<file path="src/rtl/eirq_pkg.sv">
package eirq_pkg;

    typedef enum logic [1:0] {
        SNS_LOW  = 2'b00,
        SNS_ANY  = 2'b01,
        SNS_FALL = 2'b10,
        SNS_RISE = 2'b11
    } sense_e;

    localparam int unsigned REG_SENSE = 0;
    localparam int unsigned REG_SEL   = 1;
    localparam int unsigned REG_EN    = 2;
    localparam int unsigned REG_FLAG  = 3;

endpackage

</file>
<file path="src/rtl/eirq_sync.sv">
module eirq_sync #(
    parameter int W = 3
) (
    input  logic         clk,
    input  logic         rst_n,
    input  logic [W-1:0] d_i,
    output logic [W-1:0] q_o
);
    logic [W-1:0] stage1_q;

    always_ff @(posedge clk or negedge rst_n) begin
        if (!rst_n) begin
            stage1_q <= '0;
            q_o      <= '0;
        end else begin
            stage1_q <= d_i;
            q_o      <= stage1_q;
        end
    end
endmodule

</file>
<file path="src/rtl/eirq_detect.sv">
module eirq_detect
    import eirq_pkg::*;
#(
    parameter bit DUAL_SENSE = 1'b1
) (
    input  logic       clk,
    input  logic       rst_n,
    input  logic       lvl_i,
    input  logic [1:0] cfg_i,
    output logic       hit_o,
    output logic       low_o
);
    generate
        if (DUAL_SENSE) begin : g_dual
            logic prev_q;

            always_ff @(posedge clk or negedge rst_n) begin
                if (!rst_n) prev_q <= 1'b0;
                else        prev_q <= lvl_i;
            end

            always_comb begin
                unique case (sense_e'(cfg_i))
                    SNS_LOW:  hit_o = 1'b0;
                    SNS_ANY:  hit_o = lvl_i ^ prev_q;
                    SNS_FALL: hit_o = prev_q & ~lvl_i;
                    SNS_RISE: hit_o = ~prev_q & lvl_i;
                    default:  hit_o = 1'b0;
                endcase
            end

            assign low_o = (sense_e'(cfg_i) == SNS_LOW) && !lvl_i;
        end else begin : g_edge_only
            // Level normalised to the selected direction: the wanted edge
            // is always a rise of eff. A select flip can fake that rise.
            logic eff;
            logic eff_q;

            assign eff = (sense_e'(cfg_i) == SNS_RISE) ? lvl_i : ~lvl_i;

            always_ff @(posedge clk or negedge rst_n) begin
                if (!rst_n) eff_q <= 1'b1;
                else        eff_q <= eff;
            end

            assign hit_o = eff & ~eff_q;
            assign low_o = 1'b0;
        end
    endgenerate
endmodule

</file>
<file path="src/rtl/eirq_prio.sv">
module eirq_prio #(
    parameter int N  = 3,
    parameter int IW = 2
) (
    input  logic [N-1:0]  req_i,
    output logic          any_o,
    output logic [IW-1:0] idx_o
);
    always_comb begin
        idx_o = '0;
        for (int i = N - 1; i >= 0; i--) begin
            if (req_i[i]) idx_o = IW'(i);
        end
    end

    assign any_o = |req_i;
endmodule

</file>
<file path="src/rtl/ext_irq_ctrl.sv">
module ext_irq_ctrl
    import eirq_pkg::*;
#(
    parameter  int NUM_LINES = 3,
    parameter  int DATA_W    = 8,
    parameter  int ADDR_W    = 2,
    localparam int IDX_W     = (NUM_LINES > 1) ? $clog2(NUM_LINES) : 1
) (
    input  logic              clk,
    input  logic              rst_n,
    input  logic [ADDR_W-1:0] bus_addr,
    input  logic [DATA_W-1:0] bus_wdata,
    input  logic              bus_we,
    output logic [DATA_W-1:0] bus_rdata,
    input  logic [NUM_LINES-1:0] pin_i,
    input  logic              ack_i,
    input  logic [IDX_W-1:0]  ack_idx_i,
    output logic              irq_o,
    output logic [IDX_W-1:0]  irq_idx_o
);
    localparam int SENSE_W  = 2 * (NUM_LINES - 1);
    localparam int BANK_LSB = DATA_W - NUM_LINES;

    logic [SENSE_W-1:0]   sense_q;
    logic                 sel_q;
    logic [NUM_LINES-1:0] en_q;
    logic [NUM_LINES-1:0] flag_q;
    logic [NUM_LINES-1:0] flag_nxt;
    logic [NUM_LINES-1:0] pin_s;
    logic [NUM_LINES-1:0] hit;
    logic [NUM_LINES-1:0] low;
    logic [NUM_LINES-1:0] req;
    logic                 wr_flag;

    eirq_sync #(.W(NUM_LINES)) i_sync (
        .clk   (clk),
        .rst_n (rst_n),
        .d_i   (pin_i),
        .q_o   (pin_s)
    );

    generate
        for (genvar g = 0; g < NUM_LINES; g++) begin : g_line
            logic [1:0] cfg;
            if (g < NUM_LINES - 1) begin : g_cfg_dual
                assign cfg = sense_q[2*g+1:2*g];
            end else begin : g_cfg_edge
                assign cfg = {1'b1, sel_q};
            end

            eirq_detect #(.DUAL_SENSE(g < NUM_LINES - 1)) i_detect (
                .clk   (clk),
                .rst_n (rst_n),
                .lvl_i (pin_s[g]),
                .cfg_i (cfg),
                .hit_o (hit[g]),
                .low_o (low[g])
            );

            // write-one clears, unless an edge lands in the same cycle
            a_r8_w1c_clears: assert property (@(posedge clk) disable iff (!rst_n)
                (wr_flag && bus_wdata[BANK_LSB+g] && !hit[g]) |=> !flag_q[g]);

            // acknowledge clears the named line
            a_r9_ack_clears: assert property (@(posedge clk) disable iff (!rst_n)
                (ack_i && ack_idx_i == IDX_W'(g) && !hit[g]) |=> !flag_q[g]);
        end
    endgenerate

    // Configuration registers
    always_ff @(posedge clk or negedge rst_n) begin
        if (!rst_n) begin
            sense_q <= '0;
            sel_q   <= 1'b0;
            en_q    <= '0;
        end else if (bus_we) begin
            if (bus_addr == ADDR_W'(REG_SENSE)) sense_q <= bus_wdata[SENSE_W-1:0];
            if (bus_addr == ADDR_W'(REG_SEL))   sel_q   <= bus_wdata[0];
            if (bus_addr == ADDR_W'(REG_EN))    en_q    <= bus_wdata[DATA_W-1:BANK_LSB];
        end
    end

    // Pending flags: a set beats a clear in the same cycle
    assign wr_flag = bus_we && (bus_addr == ADDR_W'(REG_FLAG));

    always_comb begin
        for (int i = 0; i < NUM_LINES; i++) begin
            flag_nxt[i] = hit[i] |
                (flag_q[i] & ~((wr_flag & bus_wdata[BANK_LSB+i]) |
                               (ack_i & (ack_idx_i == IDX_W'(i)))));
        end
    end

    always_ff @(posedge clk or negedge rst_n) begin
        if (!rst_n) flag_q <= '0;
        else        flag_q <= flag_nxt;
    end

    // Request and priority
    assign req = en_q & (flag_q | low);

    eirq_prio #(.N(NUM_LINES), .IW(IDX_W)) i_prio (
        .req_i (req),
        .any_o (irq_o),
        .idx_o (irq_idx_o)
    );

    // Read port
    always_comb begin
        bus_rdata = '0;
        if (bus_addr == ADDR_W'(REG_SENSE)) bus_rdata[SENSE_W-1:0] = sense_q;
        if (bus_addr == ADDR_W'(REG_SEL))   bus_rdata[0] = sel_q;
        if (bus_addr == ADDR_W'(REG_EN))    bus_rdata[DATA_W-1:BANK_LSB] = en_q;
        if (bus_addr == ADDR_W'(REG_FLAG))  bus_rdata[DATA_W-1:BANK_LSB] = flag_q;
    end

    // a level-sensed line 0 never latches a flag
    a_r4_level_no_flag: assert property (@(posedge clk) disable iff (!rst_n)
        (sense_e'(sense_q[1:0]) == SNS_LOW) |=> !$rose(flag_q[0]));

    // the reported index belongs to a requesting line
    a_r10_idx_requests: assert property (@(posedge clk) disable iff (!rst_n)
        irq_o |-> req[irq_idx_o]);

    // no request means index 0
    a_r10_idle_quiet: assert property (@(posedge clk) disable iff (!rst_n)
        !irq_o |-> (req == '0 && irq_idx_o == '0));

    // line 0 wins whenever it requests
    a_r10_line0_first: assert property (@(posedge clk) disable iff (!rst_n)
        req[0] |-> (irq_o && irq_idx_o == '0));
endmodule

</file>
<file path="config.mk">
export PLATFORM = sky130hd
export DESIGN_NAME = ext_irq_ctrl
export DESIGN_NICKNAME = d
export VERILOG_FILES = /design/src/rtl/eirq_pkg.sv /design/src/rtl/eirq_sync.sv /design/src/rtl/eirq_detect.sv /design/src/rtl/eirq_prio.sv /design/src/rtl/ext_irq_ctrl.sv
export SDC_FILE = /design/constraint.sdc
export NUM_CORES = 1
export LEC_CHECK = 0
export BUFFER_PORTS_ARGS = -buffer_cell sky130_fd_sc_hd__buf_2
export CAP_MARGIN = 5
export CELL_PAD_IN_SITES_DETAIL_PLACEMENT = 1
export CELL_PAD_IN_SITES_GLOBAL_PLACEMENT = 2
export CORE_MARGIN = 1.5
export CORE_UTILIZATION = 30
export CTS_CLUSTER_SIZE = 14
export DETAILED_ROUTE_END_ITERATION = 12
export HOLD_SLACK_MARGIN = 0.02
export PLACE_DENSITY = 0.71
export RECOVER_POWER = 25
export SLEW_MARGIN = 5
export SYNTH_ARGS = -nofsm -noshare
export SYNTH_HDL_FRONTEND = slang
export SYNTH_SLANG_ARGS = --single-unit
</file>
<file path="constraint.sdc">
create_clock -name clk -period 1.8 [get_ports clk]
set_clock_uncertainty 0.2 [all_clocks]
set_input_delay 0.09 -clock clk [delete_from_list [all_inputs] [get_ports clk]]
set_output_delay 0.09 -clock clk [all_outputs]
set_load 0.01 [all_outputs]
</file>
Yosys cells after proc, flatten, opt, wreduce, memory -nomap -nowiden:

Cells that the tools add are included.

* eq/ne operators: 11
* multiplexer cells: 10
* bitwise operators: 33
* reduce and logical (&&, ||, !) cells: 13

Operators with widths (number)
* $and A1 B1 Y1: 14
* $eq A2 B2 Y1 const B: 7
* $not A1 Y1: 9
* $eq A2 B1 Y1 const B: 4
* $logic_not A2 Y1: 4
* $pmux W1 S4: 2
* $mux W2: 3
* $mux W3: 2
* $or A1 B1 Y1: 6
* $reduce_and A2 Y1: 3
* $mux W4: 1
* $and A3 B3 Y3: 1
* $logic_and A1 B1 Y1: 3
* $or A3 B2 Y3: 1
* $reduce_or A3 Y1: 1
* $logic_not A1 Y1: 2
* $mux W1: 2
* $xor A1 B1 Y1: 2

* register bits: 20
* output and inout bits: 11
* word-level logic and storage cells: 76

Longest topological paths before layout:

Gate-level depths: netlist of run 1.

* depth after elaboration: 7
* mapped depth: 5
* mapped depth without buffers: 5

Modules after synthesis:

Synthesis of run 1 repeated with hierarchy kept, for this count alone.

* cell total of the unflattened synthesis: 86
* area, all modules: 1037.2 um^2

Modules (own cells, without submodules)
* ext_irq_ctrl: times used 1, cells an instance 51, area an instance 615.6 um^2
* eirq_detect (g_line[0].i_detect ...): times used 2, cells an instance 9, area an instance 88.8 um^2
* eirq_sync: times used 1, cells an instance 6, area an instance 150.1 um^2
* eirq_detect (g_line[2].i_detect): times used 1, cells an instance 8, area an instance 73.8 um^2
* eirq_prio: times used 1, cells an instance 3, area an instance 20.0 um^2

Worst setup path after synthesis of run 1:

Ideal clock, no wire load.

* kind: register -> register
* start point: register i_sync.q_o[1]
* end point: register flag_q[1]
* arrival time: 987 ps
* required time: 1476 ps
* setup slack: 489 ps
* stages on the path, launching flop included: 6
* path buffers: 0
* cells stage by stage: dfrtp_1 > inv_1 > ha_1 > mux2_2 > a21oi_1 > nand2_1

* word-level cells in the longest chain between the ends: 4

Ends and longest elaborated chain
* from (decl): RTL line eirq_sync.sv:7 `output logic [W-1:0] q_o`
* from (signal assigned): RTL line eirq_sync.sv:17 `q_o <= stage1_q;`
* $not A1 Y1: RTL line eirq_detect.sv:26 `SNS_FALL: hit_o = prev_q & ~lvl_i;`
* $and A1 B1 Y1: RTL line eirq_detect.sv:26
* $pmux W1 S4 (*): RTL line eirq_detect.sv:23 `unique case (sense_e'(cfg_i))`
* $or A1 B1 Y1 (*): RTL line ext_irq_ctrl.sv:88 `flag_nxt[i] = hit[i] |`
* named net flag_nxt[1]: RTL line ext_irq_ctrl.sv:28 `logic [NUM_LINES-1:0] flag_nxt;`
* to (signal assigned): RTL line ext_irq_ctrl.sv:96 `else flag_q <= flag_nxt;`
* to (decl): RTL line ext_irq_ctrl.sv:27 `logic [NUM_LINES-1:0] flag_q;`

Mark *: on every way through the listed nets, which the timed path passes. The rest lies on a longest branch.
A chain may end at the register's enable or synchronous reset.

Final worst setup path of run 1:

* start point: input bus_we
* end point: register en_q[2]

* word-level cells in the longest chain between the ends: 1

Ends and longest elaborated chain
* from (decl): RTL line ext_irq_ctrl.sv:13 `input logic bus_we,`
* $reduce_and A2 Y1 (no source line)
* to (signal assigned): RTL line ext_irq_ctrl.sv:79 `if (bus_addr == ADDR_W'(REG_EN)) en_q <= bus_wdata[DATA_W-1:BANK_LSB];`
* to (decl): RTL line ext_irq_ctrl.sv:26 `logic [NUM_LINES-1:0] en_q;`

No other way between the ends.

==> results_dict.tcl, run 1 <==
set metrics [dict create \
    syn_to_final_growth_pct 37.3 \
    synth_top_area_cell "dfrtp_1" \
    netSwitchingFraction_pct 29.1 \
    mostFrequentLayoutCell "buf_2" \
    setup_viol 0 \
    p_switching_mw 0.339 \
    drc 0 \
    outcome "finished clean" \
    core_sq_um 3100 \
    slew_headroom_pct 29.1 \
    start_kind "input port" \
    fin_cells 172 \
    ant_nets 0 \
    vias 791 \
    yosysWarnings 0 \
    grt_overflow_total 0 \
    worstMarginPinSlew_ns 1.06 \
    report.final.slew_viol_count 0 \
    cp.arrival_ns 1.78 \
    synth-seq-area-share_pct 50.1 \
    powerDensity_nw_per_um2 846 \
    drt-wirelength-per-cell_um 13.3 \
    avgSynthCellArea_sq_um 12.1 \
    max_freq_mhz 560 \
    pwr-share-clk_pct 22.5 \
    worstSetupEndpointType "flip-flop" \
    crit_type "in -> reg" \
    period_share_pct 99.2 \
    vias_per_cell 4.60 \
    path_clk_slew_ns 0.11 \
    antenna_found_initial 0 \
    clock_latency_ns 0.30 \
    grt_setup_unrepaired "no" \
    dp_cells 151 \
    regArea_sq_um 502 \
    cts_root_buf "clkbuf_4" \
    rows 20 \
    final_cell_mix "buf_2 (26), dfrtp_1 (19), dlygate4sd3_1 (17)" \
    drive_above_1_share_pct 36.7 \
    cts_tree "done" \
    synth-async-reset-ratio_pct 100 \
    synthTopCellsByArea "dfrtp_1 (47%), mux2_4 (6.0%), mux2_2 (5.6%), ha_1 (5.0%), mux2i_1 (4.0%)" \
    nFillCells 368 \
    grt_use_total_pct 14.3 \
    dp_hpwl_mm 1.62 \
    drv_cap 0 \
    cts_buffers 3 \
    io_buffers 27 \
    first_iter_violations 11 \
    design.die.area_sq_um 3700 \
    grt_pass1_vias 829 \
    postCtsSetupBuffers 0 \
    seqPwrFrac_pct 50.3 \
    die_x_um 60.8 \
    syn_area_sq_um 1000 \
    final_hold_viol_count 0 \
    dr.pass1.iters 3 \
    start_util_pct 32.3 \
    clock_sinks 20 \
    synth-main-ff-cell "dfrtp_1" \
    gp_congestion 0.741 \
    n_antenna_cell 0 \
    pwr-share-comb_pct 27.2 \
    netlist_instances 83 \
    finalSetupTns_ns 0 \
    worst_ir_drop_vdd_mv 0.322 \
    clk_path_buf_depth 2 \
    yosysTopAreaCellShare_pct 47.4 \
    grt_pass1_wl_mm 3.74 \
    synth_cell_types 30 \
    crit_fanout 6 \
    finalWirelength_mm 2.28 \
    grt_start_max_net_pins 21 \
    synth_edf_count 0 \
    fin_nets 152 \
    syn_nets 106 \
    intPower_mw 0.826 \
    power.leakage_nw 0.672 \
    finalCriticalPeriod_ns 1.79 \
    io_pins 30 \
    synth_seq_cells 20 \
    multi_input_area_sq_um 457 \
    die_h_um 60.8 \
    cts.htree.levels 1 \
    r2r_setup_slack_ns 0.29 \
    holdCritPathClass "in -> reg" \
    critPathRequiredTime_ns 1.80 \
]
per-layer routing:
layer / track usage (%) / share of wire [%] / up-vias / wire length, um
met5: 0 / 0 / - / 0
met4: 6.52 / 0.70 / 0 / 16
met3: 1.92 / 3.9 / 2 / 89
met2: 24.6 / 48 / 20 / 1100
met1: 17.7 / 47 / 392 / 1070
li1: - / - / 377 / -
sequential cells by signal (all words and copies together) (netlist names):
| name | flops |
|---|---|
| i_sync.q_o | 3 |
| sense_q | 4 |
| en_q | 3 |
| flag_q | 3 |
| g_line.i_detect.g_edge_only.eff_q | 1 |
| i_sync.stage1_q | 3 |
| sel_q | 1 |
| g_line.i_detect.g_dual.prev_q | 2 |
critical path: stages:
cell	delay, ns
dlygate4sd3_1	0.53
buf_2	0.18
nand3b_4	0.11
mux2_2	0.32
dlygate4sd3_1	0.55
worst paths after layout:
check | cells after the start | endpoint | startpoint
max in group asynchronous | 2 | g_line[0].i_detect.g_dual.prev_q$_DFF_PN0_ | rst_n
setup / recovery | 5 | en_q[2]$_DFFE_PN0P_ | bus_we
hold reg to reg | 0 | i_sync.q_o[0]$_DFF_PN0_ | i_sync.stage1_q[0]$_DFF_PN0_
setup reg to reg | 2 | en_q[2]$_DFFE_PN0P_ | en_q[2]$_DFFE_PN0P_
hold / removal | 3 | en_q[0]$_DFFE_PN0P_ | bus_addr[1]
min in group asynchronous | 2 | i_sync.stage1_q[1]$_DFF_PN0_ | rst_n
through the flow:
step                      instance area (sq um)  hold slack [ns]  util [%]  setup WS (ns)  power, mW
final                                      1380           0.0704      44.4         0.0137       1.16
after global routing                       1380           0.0825      44.4        0.00160       1.25
after CTS                                  1370           0.0563      44.2        0.00459       1.18
after detailed placement                   1170           -0.131      37.6          0.386      0.870
after global placement                     1170           -0.137      37.6          0.407      0.852
after floorplan                            1000           -0.406         -          0.489      0.758
cell usage after synthesis (all sizes together) (2+ instances only):
library cell  number
and2               4
nand2              5
inv                6
ha                 4
dfrtp             19
mux2i              4
nor2b              4
a21oi              2
nor2               3
nand3b             2
o21ai              3
buf                3
nor3               2
mux2               9
nand4              3
cell families (layout without fill, tap and decap cells):
logic type | after synthesis | count (layout) | synth area share [%]
XOR/XNOR | 1 | 1 | 0.874
flip-flops | 20 | 20 | 50.1
adder cells (fa/ha/maj) | 4 | 4 | 4.99
AO/OA/AOI/OAI | 9 | 9 | 6.12
buffers and inverters | 9 | 54 | 4.87
AND/OR/NAND/NOR | 26 | 26 | 17.1
other | 1 | 1 | 0.374
multiplexers | 13 | 13 | 15.6
power by group through the flow:
stage / Clock [mW] / Combinational, mW / Sequential (mW)
final: 0.262 / 0.317 / 0.586
after global routing: 0.293 / 0.356 / 0.596
after CTS: 0.279 / 0.320 / 0.583
after detailed placement: 0 / 0.278 / 0.592
after global placement: 0 / 0.267 / 0.585
after floorplan: 0 / 0.186 / 0.572
cell type report:
class                   instances  area share (%)
clock buffers                   4            2.64
well taps                      44            4.00
repair buffers                 44            22.1
multi-input cells              54            33.2
flip-flops and latches         20            36.5
inverters                       6            1.64
timing repair:
action / CTS / global route
hold buffers: 17 / 0
hold endpoints to repair: 34 / 0
gates resized for setup: 0 / 3
endpoints found under the setup margin: 0 / 3
No activity file was read; power rests on OpenSTA's default activity.
==> run 2, diff against run 1 <==
--- a/config.mk
+++ b/config.mk
@@ -10,11 +10,11 @@
 export CELL_PAD_IN_SITES_DETAIL_PLACEMENT = 1
 export CELL_PAD_IN_SITES_GLOBAL_PLACEMENT = 2
 export CORE_MARGIN = 1.5
-export CORE_UTILIZATION = 30
+export CORE_UTILIZATION = 31
 export CTS_CLUSTER_SIZE = 14
 export DETAILED_ROUTE_END_ITERATION = 12
 export HOLD_SLACK_MARGIN = 0.02
-export PLACE_DENSITY = 0.71
+export PLACE_DENSITY = 0.72
 export RECOVER_POWER = 25
 export SLEW_MARGIN = 5
 export SYNTH_ARGS = -nofsm -noshare
==> run 2 against run 1 <==
  * Sequential share of layout area fell by 1.0 points
  * Critical path depth unchanged
  * Combinational power rose by 5%
  * Flip-flop and latch count is the same
==> results_dict.tcl, run 2 (synthesis results as in run 1) <==
set metrics [dict create \
    critPathCapture "en_q[2]$_DFFE_PN0P_" \
    grt_pass1_vias 859 \
    path_clk_slew_ns 0.12 \
    reg2reg_depth 2 \
    drive_above_1_share_pct 38.2 \
    rr_startpoint "en_q[2]$_DFFE_PN0P_" \
    clk_path_buf_depth 2 \
    io_pins 30 \
    cts_buffers 3 \
    core_sq_um 3050 \
    finalCriticalPeriod_ns 1.78 \
    final_hold_viol_count 0 \
    period_share_pct 98.6 \
    largest_register_ffs 4 \
    cts_root_buf "clkbuf_4" \
    grt_use_total_pct 14.6 \
    crit_type "in -> reg" \
    max_freq_mhz 563 \
    design.die.area_sq_um 3580 \
    dp_hpwl_mm 1.61 \
    finalSetupTns_ns 0 \
    cp.arrival_ns 1.78 \
    finalWirelength_mm 2.21 \
    die_h_um 59.9 \
    worst_ir_drop_vdd_mv 0.254 \
    grt_pass1_wl_mm 3.88 \
    drv_cap 0 \
    io_buffers 27 \
    antenna_found_initial 0 \
    first_iter_violations 24 \
    powerDensity_nw_per_um2 903 \
    n_antenna_cell 0 \
    grt_overflow_total 0 \
    rows 20 \
    vias_per_cell 4.54 \
    post-route-util_pct 46.5 \
    worstSetupEndpointType "flip-flop" \
    critPathRequiredTime_ns 1.81 \
    setup_viol 0 \
    top_register "sense_q" \
    cp_cell_sequence "dlygate4sd3_1 -> buf_2 -> nand3b_4 -> mux2_2 -> dlygate4sd3_1" \
    grt_setup_unrepaired "no" \
    slew_headroom_pct 28.4 \
    fin_nets 155 \
    dr.pass1.iters 4 \
    holdCritPathClass "in -> reg" \
    vias 795 \
    power.leakage_nw 0.690 \
    crit_top_cell "dlygate4sd3_1" \
    slowest_stage "dlygate4sd3_1" \
    r2r_setup_slack_ns 0.26 \
    die_x_um 59.9 \
    drc 0 \
    crit_fanout 6 \
    start_kind "input port" \
    drt-wirelength-per-cell_um 12.6 \
    start_util_pct 32.8 \
    outcome "finished clean" \
    report.final.slew_viol_count 0 \
    mostFrequentLayoutCell "buf_2" \
    final_cell_mix "buf_2 (26), dfrtp_1 (18), dlygate4sd3_1 (18)" \
    clock_latency_ns 0.31 \
    startpoint "bus_we" \
    ant_nets 0 \
    syn_to_final_growth_pct 41.6 \
    cts_tree "done" \
    grt_start_max_net_pins 21 \
    critPathMaxStageDelay_ns 0.55 \
    worstMarginPinSlew_ns 1.07 \
    cts.htree.levels 1 \
    r2r_end "en_q[2]$_DFFE_PN0P_" \
    gp_congestion 0.698 \
    clock_sinks 20 \
]
-- run 2: cell count changes in the layout (fill, tap and decap cells not counted), sizes merged --
cell         previous run  this run
buf                    26        28
bufinv                  0         1
clkbuf                  5         4
dlygate4sd3            17        18
-- run 2: repair_timing --
item / in CTS / in global routing
gates resized for setup: 0 / 4
hold buffers: 18 / 0
setup endpoints to repair: 0 / 2
hold endpoints to repair: 34 / 0
buffers inserted: 0 / 2
-- run 2: power by group --
group	internal (mW)	switching [mW]	total, mW	leakage (nW)
Clock	0.225	0.141	0.366	0.0279
Combinational	0.192	0.140	0.332	0.432
Sequential	0.523	0.0599	0.583	0.230
-- run 2: critical path, delay by kind of cell --
kind	cells	cell delay, ns
buf+inv	3	1.25
simple gates	1	0.10
mux	1	0.34
-- run 2: through the flow --
stage | worst slack [ns] | hold WS, ns | area [sq um] | power [mW] | instances
final | 0.0248 | 0.0555 | 1420 | 1.28 | 175
after floorplan | 0.489 | -0.406 | 1000 | 0.758 | 83
after global routing | 0.00302 | 0.0562 | 1420 | 1.37 | 175
after global placement | 0.417 | -0.137 | 1170 | 0.852 | 151
after CTS | 0.0242 | 0.0451 | 1400 | 1.28 | 173
after detailed placement | 0.393 | -0.131 | 1170 | 0.870 | 151
-- run 2: how the worst min path moves through the flow --
stage	start	end	cells past startpoint
after floorplan	rst_n	en_q[0]$_DFFE_PN0P_	0
after global routing	bus_addr[1]	en_q[0]$_DFFE_PN0P_	3
after CTS	rst_n	g_line[0].i_detect.g_dual.prev_q$_DFF_PN0_	2
after global placement	rst_n	i_sync.stage1_q[1]$_DFF_PN0_	1
after detailed placement	rst_n	sense_q[2]$_DFFE_PN0P_	1
final	bus_addr[1]	en_q[0]$_DFFE_PN0P_	3
-- run 2: final cells by class --
cell class / count / area (sq um)
clock buffer: 3 / 22.5
clock inverter: 1 / 30.0
fill: 356 / 1630
inverter: 6 / 22.5
multi-input combinational: 54 / 457
sequential: 20 / 503
tap: 44 / 55.1
timing repair buffer: 47 / 329
-- run 2: layer usage --
metal | up-vias | part of all wire (%) | global-route usage (%) | wire length, um
li1 | 378 | - | - | -
met1 | 387 | 46 | 18.7 | 1010
met2 | 27 | 47 | 23.0 | 1030
met3 | 3 | 6.1 | 3.68 | 134
met4 | 0 | 1.4 | 6.67 | 32
met5 | - | 0 | 0 | 0
==> run 3, diff against run 2 <==
--- a/config.mk
+++ b/config.mk
@@ -14,7 +14,7 @@
 export CTS_CLUSTER_SIZE = 14
 export DETAILED_ROUTE_END_ITERATION = 12
 export HOLD_SLACK_MARGIN = 0.02
-export PLACE_DENSITY = 0.72
+export PLACE_DENSITY_LB_ADDON = 0.1
 export RECOVER_POWER = 25
 export SLEW_MARGIN = 5
 export SYNTH_ARGS = -nofsm -noshare
==> run 3 against run 2 <==
  * Via count increased by 1.4%
  * Cell area fell by 1.8%
  * Combinational power about the same
  * Non-clock buffer count did not move
  * Worst setup slack better by 0.037 ns
  * Largest cell class unchanged
  * Largest power group unchanged
==> results_dict.tcl, run 3 (synthesis results as in run 1) <==
set metrics [dict create \
    outcome "finished clean" \
    worstSetupEndpointType "flip-flop" \
    rr_startpoint "flag_q[1]$_DFF_PN0_" \
    crit_fanout 3 \
    cts_buffers 3 \
    report.final.slew_viol_count 0 \
    hold_start "bus_addr[1]" \
    io_buffers 27 \
    r2r_setup_slack_ns 0.38 \
    period_share_pct 96.6 \
    drt-wirelength-per-cell_um 12.8 \
    worstMarginPinSlew_ns 1.13 \
    finalWirelength_mm 2.24 \
    grt_pass1_vias 810 \
    setup_viol 0 \
    total_power_mw 1.16 \
    clock_sinks 20 \
    finalSetupTns_ns 0 \
    post-route-util_pct 45.7 \
    drive_above_1_share_pct 37.4 \
    holdCritPathClass "in -> reg" \
    highest_layer "met4" \
    slew_headroom_pct 24.5 \
    cts.htree.levels 1 \
    n_antenna_cell 0 \
    min_path_cells 3 \
    core_sq_um 3050 \
    die_x_um 59.9 \
    wl_met2_mm 1.04 \
    mostFrequentLayoutCell "buf_2" \
    cts_root_buf "clkbuf_4" \
    final_cell_mix "buf_2 (26), dfrtp_1 (19), dlygate4sd3_1 (17)" \
    gp_congestion 0.700 \
    grt_overflow_total 0 \
    dr.pass1.iters 4 \
    nFillCells 354 \
    max_freq_mhz 575 \
    r2r_end "flag_q[1]$_DFF_PN0_" \
    syn_to_final_growth_pct 39.1 \
    worst_ir_drop_vdd_mv 0.459 \
    powerDensity_nw_per_um2 835 \
    power.leakage_nw 0.683 \
    fin_cells 175 \
    critPathRequiredTime_ns 1.79 \
    top_register "sense_q" \
    reg2reg_depth 3 \
    dp_cells 151 \
    start_kind "input port" \
    design.die.area_sq_um 3580 \
    grt_pass1_wl_mm 3.67 \
    ant_nets 0 \
    clock_latency_ns 0.29 \
    first_iter_violations 7 \
    die_h_um 59.9 \
    drv_cap 0 \
    vias_per_cell 4.61 \
    dp_hpwl_mm 1.61 \
    path_clk_slew_ns 0.11 \
    cts_tree "done" \
    drc 0 \
    finalCriticalPeriod_ns 1.74 \
    largest_register_ffs 4 \
    grt_start_max_net_pins 21 \
    grt_use_total_pct 13.8 \
    antenna_found_initial 0 \
    io_pins 30 \
    vias 806 \
    holdWs_ns 0.0677 \
    grt_setup_unrepaired "no" \
    crit_type "in -> reg" \
    hold_end "en_q[2]$_DFFE_PN0P_" \
    clk_path_buf_depth 2 \
    final_hold_viol_count 0 \
    rows 20 \
    start_util_pct 32.8 \
    wl_met1_mm 1.09 \
    fin_nets 155 \
    wl_met3_um 93 \
    cp.arrival_ns 1.73 \
]
==> run 3: layer usage <==
metal  global-route usage (%)  up-vias
met4                     4.76        0
met3                     1.95        2
met5                        0        -
li1                         -      381
met1                     17.7      404
met2                     23.6       19
==> run 3: critical path, stage by stage <==
cell and delay, ns:
dlygate4sd3_1 0.54, buf_2 0.14, nand3b_1 0.14, dlygate4sd3_1 0.57
a32o_1 0.26
==> run 3: how the worst max path moves through the flow <==
| stage | start | endpoint | slack (ns) | depth (start not counted) |
|---|---|---|---|---|
| global placement | sense_q[0]$_DFFE_PN0P_ | irq_idx_o[1] | 0.39 | 4 |
| floorplan | i_sync.q_o[1]$_DFF_PN0_ | flag_q[1]$_DFF_PN0_ | 0.49 | 5 |
| detailed placement | sense_q[0]$_DFFE_PN0P_ | irq_idx_o[1] | 0.35 | 4 |
| global route | sense_q[1]$_DFFE_PN0P_ | irq_idx_o[1] | 0.0007 | 4 |
| CTS | sense_q[0]$_DFFE_PN0P_ | irq_idx_o[1] | 0.009 | 4 |
| finish | ack_idx_i[0] | flag_q[2]$_DFF_PN0_ | 0.06 | 5 |
==> run 3: through the flow <==
| stage | area [sq um] | worst slack (ns) |
|---|---|---|
| 6_report | 1390 | 0.0617 |
| 5_1_grt | 1390 | 0.000709 |
| 4_1_cts | 1370 | 0.00939 |
| 3_5_place_dp | 1170 | 0.352 |
| 3_3_place_gp | 1170 | 0.391 |
| 2_1_floorplan | 1000 | 0.489 |
==> run 3: final cells by class <==
class | count | area [sq um] | share of cell area (%)
flip-flops and latches | 20 | 502 | 36.0
multi-input cells | 54 | 452 | 32.4
repair buffers | 47 | 327 | 23.4
well taps | 44 | 55.1 | 3.95
clock buffers | 4 | 36.3 | 2.60
inverters | 6 | 22.5 | 1.62
==> run 3: what timing repair did <==
action                                  4_1_cts  5_1_grt
gates resized for setup                       0        2
hold endpoints to repair                     34        0
hold buffers                                 17        0
buffers inserted                              0        3
endpoints found under the setup margin        0        3
==> run 3: power breakdown <==
part	internal, mW	switching, mW	total, mW	leakage (nW)
Sequential	0.522	0.0595	0.582	0.231
Clock	0.123	0.130	0.253	0.0210
Combinational	0.190	0.139	0.329	0.431
Total	0.836	0.328	1.16	0.683
